**src/rtl/sync_mode_pkg.sv**
```systemverilog
package sync_mode_pkg;

    typedef enum logic [1:0] {
        MODE_FREE   = 2'd0,
        MODE_ACQ    = 2'd1,
        MODE_NORMAL = 2'd2,
        MODE_HOLD   = 2'd3
    } sync_mode_e;

    typedef enum logic [1:0] {
        MAN_AUTO   = 2'd0,
        MAN_FREE   = 2'd1,
        MAN_HOLD   = 2'd2,
        MAN_NORMAL = 2'd3
    } man_mode_e;

    // Decision taken by the sequencing logic for the next edge
    typedef struct packed {
        sync_mode_e mode;
        logic       reselect;
    } step_t;

    function automatic sync_mode_e forced_mode(input man_mode_e m);
        case (m)
            MAN_FREE:   return MODE_FREE;
            MAN_HOLD:   return MODE_HOLD;
            default:    return MODE_NORMAL;
        endcase
    endfunction

    // Where a channel goes when every reference is gone
    function automatic sync_mode_e loss_target(input logic hist_ok);
        return hist_ok ? MODE_HOLD : MODE_FREE;
    endfunction

endpackage

```
**src/rtl/sync_ref_pick.sv**
```systemverilog
module sync_ref_pick #(
    parameter int NUM_REF = 4,
    parameter int SEL_W   = 2
) (
    input  logic [NUM_REF-1:0] qual,
    output logic               any_o,
    output logic [SEL_W-1:0]   idx_o
);
    always_comb begin
        idx_o = '0;
        for (int i = NUM_REF - 1; i >= 0; i--) begin
            if (qual[i]) idx_o = SEL_W'(i);
        end
    end

    assign any_o = |qual;
endmodule

```
**src/rtl/sync_hold_hist.sv**
```systemverilog
module sync_hold_hist #(
    parameter int              FREQ_W      = 16,
    parameter int              ALPHA_SHIFT = 3,
    parameter int              HIST_MIN    = 8,
    parameter logic [FREQ_W-1:0] NOMINAL   = '0
) (
    input  logic              clk,
    input  logic              rst,
    input  logic              upd_en,
    input  logic [FREQ_W-1:0] sample,
    output logic [FREQ_W-1:0] avg_o,
    output logic              valid_o
);
    localparam int CNT_W = $clog2(HIST_MIN + 1);

    logic [FREQ_W-1:0]       avg_q;
    logic [CNT_W-1:0]        cnt_q;
    logic signed [FREQ_W:0]  diff;
    logic signed [FREQ_W:0]  step;
    logic [FREQ_W-1:0]       avg_d;

    always_comb begin
        diff  = $signed({1'b0, sample}) - $signed({1'b0, avg_q});
        step  = diff >>> ALPHA_SHIFT;
        if (cnt_q == '0) avg_d = sample;
        else             avg_d = avg_q + step[FREQ_W-1:0];
    end

    always_ff @(posedge clk) begin
        if (rst) begin
            avg_q <= NOMINAL;
            cnt_q <= '0;
        end else if (upd_en) begin
            avg_q <= avg_d;
            if (cnt_q != CNT_W'(HIST_MIN)) cnt_q <= cnt_q + 1'b1;
        end
    end

    assign avg_o   = avg_q;
    assign valid_o = (cnt_q == CNT_W'(HIST_MIN));
endmodule

```
**src/rtl/sync_mode_fsm.sv**
```systemverilog
module sync_mode_fsm
    import sync_mode_pkg::*;
#(
    parameter int NUM_REF = 4,
    parameter int SEL_W   = 2
) (
    input  logic               clk,
    input  logic               rst,
    input  man_mode_e          manual,
    input  logic [NUM_REF-1:0] qual,
    input  logic               locked,
    input  logic               hist_ok,
    input  logic               pick_any,
    input  logic [SEL_W-1:0]   pick_idx,
    output sync_mode_e         mode_o,
    output logic [SEL_W-1:0]   sel_o,
    output logic               change_o
);
    sync_mode_e       mode_q;
    logic [SEL_W-1:0] sel_q;
    logic             chg_q;
    logic             sel_ok;
    step_t            nxt;

    assign sel_ok = qual[sel_q];

    always_comb begin
        nxt.mode     = mode_q;
        nxt.reselect = 1'b0;
        if (manual != MAN_AUTO) begin
            nxt.mode = forced_mode(manual);
        end else begin
            case (mode_q)
                MODE_FREE, MODE_HOLD: begin
                    if (pick_any) begin
                        nxt.mode     = MODE_ACQ;
                        nxt.reselect = 1'b1;
                    end
                end
                MODE_ACQ, MODE_NORMAL: begin
                    if (!sel_ok) begin
                        if (pick_any) begin
                            nxt.mode     = MODE_ACQ;
                            nxt.reselect = 1'b1;
                        end else begin
                            nxt.mode = loss_target(hist_ok);
                        end
                    end else if (mode_q == MODE_ACQ && locked) begin
                        nxt.mode = MODE_NORMAL;
                    end
                end
                default: nxt.mode = MODE_FREE;
            endcase
        end
    end

    always_ff @(posedge clk) begin
        if (rst) begin
            mode_q <= MODE_FREE;
            sel_q  <= '0;
            chg_q  <= 1'b0;
        end else begin
            mode_q <= nxt.mode;
            chg_q  <= (nxt.mode != mode_q);
            if (nxt.reselect) sel_q <= pick_idx;
        end
    end

    assign mode_o   = mode_q;
    assign sel_o    = sel_q;
    assign change_o = chg_q;
endmodule

```
**src/rtl/sync_mode_ctrl.sv**
```systemverilog
module sync_mode_ctrl
    import sync_mode_pkg::*;
#(
    parameter int                NUM_REF     = 4,
    parameter int                FREQ_W      = 16,
    parameter int                ALPHA_SHIFT = 3,
    parameter int                HIST_MIN    = 8,
    parameter logic [FREQ_W-1:0] NOMINAL     = 16'h8000,
    localparam int               SEL_W       = (NUM_REF > 1) ? $clog2(NUM_REF) : 1
) (
    input  logic               clk,
    input  logic               rst,
    input  logic [NUM_REF-1:0] ref_qual,
    input  logic               loop_locked,
    input  logic [FREQ_W-1:0]  loop_freq,
    input  logic [1:0]         manual_mode,
    output logic [1:0]         mode_o,
    output logic [SEL_W-1:0]   sel_ref_o,
    output logic [FREQ_W-1:0]  freq_word_o,
    output logic               hold_valid_o,
    output logic               mode_change_o
);
    logic             pick_any;
    logic [SEL_W-1:0] pick_idx;
    sync_mode_e       mode_s;
    logic [SEL_W-1:0] sel_s;
    logic             hist_ok;
    logic [FREQ_W-1:0] hist_avg;
    logic             upd_en;

    sync_ref_pick #(.NUM_REF(NUM_REF), .SEL_W(SEL_W)) u_pick (
        .qual  (ref_qual),
        .any_o (pick_any),
        .idx_o (pick_idx)
    );

    sync_mode_fsm #(.NUM_REF(NUM_REF), .SEL_W(SEL_W)) u_fsm (
        .clk      (clk),
        .rst      (rst),
        .manual   (man_mode_e'(manual_mode)),
        .qual     (ref_qual),
        .locked   (loop_locked),
        .hist_ok  (hist_ok),
        .pick_any (pick_any),
        .pick_idx (pick_idx),
        .mode_o   (mode_s),
        .sel_o    (sel_s),
        .change_o (mode_change_o)
    );

    // History is fed only while locked and the tracked reference is still good
    assign upd_en = (mode_s == MODE_NORMAL) && ref_qual[sel_s];

    sync_hold_hist #(
        .FREQ_W(FREQ_W), .ALPHA_SHIFT(ALPHA_SHIFT),
        .HIST_MIN(HIST_MIN), .NOMINAL(NOMINAL)
    ) u_hist (
        .clk     (clk),
        .rst     (rst),
        .upd_en  (upd_en),
        .sample  (loop_freq),
        .avg_o   (hist_avg),
        .valid_o (hist_ok)
    );

    always_comb begin
        case (mode_s)
            MODE_ACQ, MODE_NORMAL: freq_word_o = loop_freq;
            MODE_HOLD:             freq_word_o = hist_ok ? hist_avg : NOMINAL;
            default:               freq_word_o = NOMINAL;
        endcase
    end

    assign mode_o       = mode_s;
    assign sel_ref_o    = sel_s;
    assign hold_valid_o = hist_ok;
endmodule

```
**config.mk**
```make
export PLATFORM = sky130hd
export DESIGN_NAME = sync_mode_ctrl
export DESIGN_NICKNAME = d
export VERILOG_FILES = /design/src/rtl/sync_mode_pkg.sv /design/src/rtl/sync_ref_pick.sv /design/src/rtl/sync_hold_hist.sv /design/src/rtl/sync_mode_fsm.sv /design/src/rtl/sync_mode_ctrl.sv
export SDC_FILE = /design/constraint.sdc
export NUM_CORES = 1
export LEC_CHECK = 0
export CAP_MARGIN = 20
export CELL_PAD_IN_SITES_DETAIL_PLACEMENT = 1
export CELL_PAD_IN_SITES_GLOBAL_PLACEMENT = 1
export CORE_UTILIZATION = 39
export CTS_CLUSTER_DIAMETER = 120
export CTS_CLUSTER_SIZE = 14
export DETAILED_ROUTE_END_ITERATION = 10
export PLACE_DENSITY_LB_ADDON = 0.3
export SLEW_MARGIN = 20
export SYNTH_ARGS = -nofsm -noshare
export SYNTH_HDL_FRONTEND = slang
export SYNTH_SLANG_ARGS = --single-unit
```
**constraint.sdc**
```tcl
create_clock -name clk -period 5.5 [get_ports clk]
set_input_delay 1.1 -clock clk [delete_from_list [all_inputs] [get_ports clk]]
set_output_delay 1.1 -clock clk [all_outputs]
set_load 0.05 [all_outputs]
```
==> results.py <==
metrics = {
    "synth": {
        "synthesis.nets": 431,
        "ys.flop_type": "dfxtp_1",
        "yosysSeqAreaShare": 0.1799,
        "synthCells": 369,
        "yosysWarnings": 0,
        "async_reset_ff_frac": 0,
        "synth.area.top_cells": "dfxtp_1 18%, ha_1 16%, nor2_1 6.5%",
        "synth_mux_area_frac": 0.008094,
        "ys_ff_latch": 25,
        "synth_edf_count": 0,
        "syn-cell-area_mm2": 0.002783,
        "synthAdderAreaFrac": 0.1691,
        "synth_top_cell_by_area": "dfxtp_1",
        "synth_top_family_by_area": "compound AO/OA/AOI/OAI gates",
        "yosys.area_share.simple": 0.1983,
        "synth_top_area_share": 0.1799,
        "synth_xor_area_frac": 0.06924,
        "synth-compound-area-share": 0.3067,
        "synth_cell_types": 51,
        "avgSynthCellArea_um2": 7.541,
    },
    "sta": {
        "max_freq_mhz": 196.5,
        "min_period_ns": 5.090,
        "clock_skew_ns": 0.009315,
        "setup_viol": 0,
        "hold_violations": 0,
        "tns_ns": 0,
        "worstMarginPinSlew_ns": 0.8846,
        "slew_headroom": 0.4103,
        "min_period_over_period": 0.9255,
        "rsz0062_at_grt": "no",
        "maxSlewViolCount": 0,
    },
    "clock_network": {
        "cts_setup_buffers": 0,
        "cts_made_buffers": 3,
        "cts_tree": "built",
        "cts.repair.resized": 0,
        "clock-root-buffer": "clkbuf_8",
        "clockBufferDepth": 2,
        "cts_hold_buf": 0,
        "htreeDepth": 1,
        "cts.clk_slew.worst_paths_ns": 0.10,
        "worstSkewPairLatency_ns": 0.28,
        "cts.sinks": 25,
    },
    "power": {
        "power.clock.fraction": 0.166,
        "power.switching_uw": 317.2,
        "irDropWorstVdd_mv": 0.09333,
        "pwr-share-seq": 0.283,
        "p_int_uw": 404.3,
        "combPwrFrac": 0.551,
        "p_per_area_mw_per_mm2": 213.7,
        "leakagePower_nw": 1.344,
        "switching_share": 0.4397,
    },
    "floorplan": {
        "core-area_mm2": 0.006832,
        "dieArea_mm2": 0.007477,
        "ios": 47,
        "die_h_um": 86.47,
        "fp.dieW_um": 86.47,
        "num_rows": 30,
        "start_util": 0.4073,
    },
    "placement": {
        "hpwl_um": 6438,
        "io_buffers": 46,
        "gp_congestion": 0.8151,
    },
    "setup_path": {
        "path_buf_inv": 1,
        "path_common_cell": "nor2_1",
        "crit_slowest_cell": "clkdlybuf4s50_1",
        "startpoint_type": "input port",
        "worst-setup-path-type": "input port to flop",
        "worst_ep_required_time_ns": 5.67,
        "crit_arrival_ns": 5.26,
        "crit_chain": "clkdlybuf4s50_1 > ha_1 > a2111oi_4 > nor2_1 > and2_1 > o21a_1 > nor2_1 > nor2b_1 > nor2_1 > xnor2_1 > ha_1 > a21boi_0 > o21ai_0 > a21oi_1 > or2_2 > a221oi_1 > xor2_1 > o41ai_1",
        "critPathTopFamily": "compound AO/OA/AOI/OAI gates",
        "endpoint_kind": "flop",
        "critPathMaxStageDelay_ns": 0.45,
        "crit_fanout": 6,
    },
    "global_routing": {
        "grt_pass1_wl_um": 13500,
        "grt_pass1_vias": 2750,
        "grt_max_degree": 27,
        "antenna_found_initial": 0,
        "grt.overflow.total": 0,
        "track_usage": 0.2277,
    },
    "layout": {
        "n_fill_cell": 880,
        "final_common_cell": "nor2_1",
        "drive_gt1_frac": 0.04444,
        "syn_to_final_growth_pct": 21.31,
        "fin_util": 0.4941,
        "fin_nets": 468,
        "diodes": 0,
        "final_cell_mix": "48 x nor2_1, 46 x clkdlybuf4s50_1, 36 x ha_1",
    },
    "drt": {
        "viasPerCell": 5.681,
        "routedWlPerCell_um": 16.72,
        "drt_wl_total_um": 8378,
        "via_count": 2846,
        "first_iter_violations": 68,
        "postRouteAntennaNets": 0,
        "dr.pass1.iters": 4,
        "drc": 0,
    },
    "flow_run": {
        "cap_violations": 0,
    },
    "min_path": {
        "hold_path_class": "flop to flop",
    },
    "status": {
        "status": "completed",
    },
}
==> power groups by stage <==
stage	clock [mW]	combinational [mW]	sequential [mW]
6_report	0.120	0.397	0.204
5_1_grt	0.131	0.437	0.206
4_1_cts	0.123	0.399	0.204
3_5_place_dp	0	0.396	0.208
3_3_place_gp	0	0.385	0.208
2_1_floorplan	0	0.278	0.215
==> final cells by class <==
class	instances	area (um2)	area share
clock buffers	3	41.29	0.01223
repair buffers	49	483.0	0.1431
inverters	34	127.6	0.03781
flip-flops and latches	25	500.5	0.1483
multi-input cells	293	2096	0.6208
well taps	96	120.1	0.03558
clock inverters	1	7.507	0.002224
==> kinds of logic (layout without fill, tap and decap cells) <==
family / count (synthesis) / in the layout
adders and majority gates: 37 / 37
and+or+nand+nor: 117 / 117
DFF: 25 / 25
muxes: 1 / 1
buffers and inverters: 51 / 87
xor gates and xnor gates: 22 / 22
AOI/OAI and AO/OA: 116 / 116
==> routing by layer <==
metal	part of all wire	vias up	wire, um	GRT usage
li1	-	1409	-	-
met1	0.47	1390	3909	0.2856
met2	0.50	43	4212	0.4235
met3	0.024	4	197	0.02857
met4	0.0069	0	58	0.03182
met5	0	-	0	0
==> state kept, by name (all words and copies together), names as in the netlist <==
signal	flops
u_hist.cnt_q	4
u_fsm.sel_o	2
u_fsm.mode_o	2
u_fsm.change_o	1
u_hist.avg_o	16
==> worst min-delay path: stages (launching register included) <==
cell and delay (ns):
dfxtp_1 0.34, inv_1 0.05, a221oi_1 0.06
==> synth_stat cells (8+ instances only) <==
cell type / instances
a211oi_1: 18
a21o_1: 10
a21oi_1: 24
a22oi_1: 15
clkbuf_1: 15
dfxtp_1: 25
ha_1: 36
inv_1: 34
nand2_1: 20
nand3_1: 8
nor2_1: 48
nor3_1: 15
o21ai_0: 16
xnor2_1: 14
xor2_1: 8
==> worst paths after layout <==
path,startpoint,slack (ns),cells after the start,endpoint
setup / recovery,loop_freq[1],0.41,18,u_hist.avg_o[10]
hold / removal,u_fsm.sel_o[0],0.50,2,u_fsm.sel_o[0]
setup reg to reg,u_hist.avg_o[1],1.22,18,u_hist.avg_o[10]
hold reg to reg,u_fsm.sel_o[0],0.50,2,u_fsm.sel_o[0]
==> through the flow <==
stage          hold WS [ns]  instances  total power [mW]  instance area [um2]  worst slack (ns)
2_1_floorplan        0.4664        369            0.4932                 2783             1.109
3_3_place_gp         0.4840        497            0.5933                 3327            0.3934
3_5_place_dp         0.4957        497            0.6046                 3327            0.1113
4_1_cts              0.5099        501            0.7262                 3376            0.3769
5_1_grt              0.5417        501            0.7735                 3376           0.05846
6_report             0.4995        501            0.7215                 3376            0.4097
Note: power is estimated with default switching activity, not from simulation.
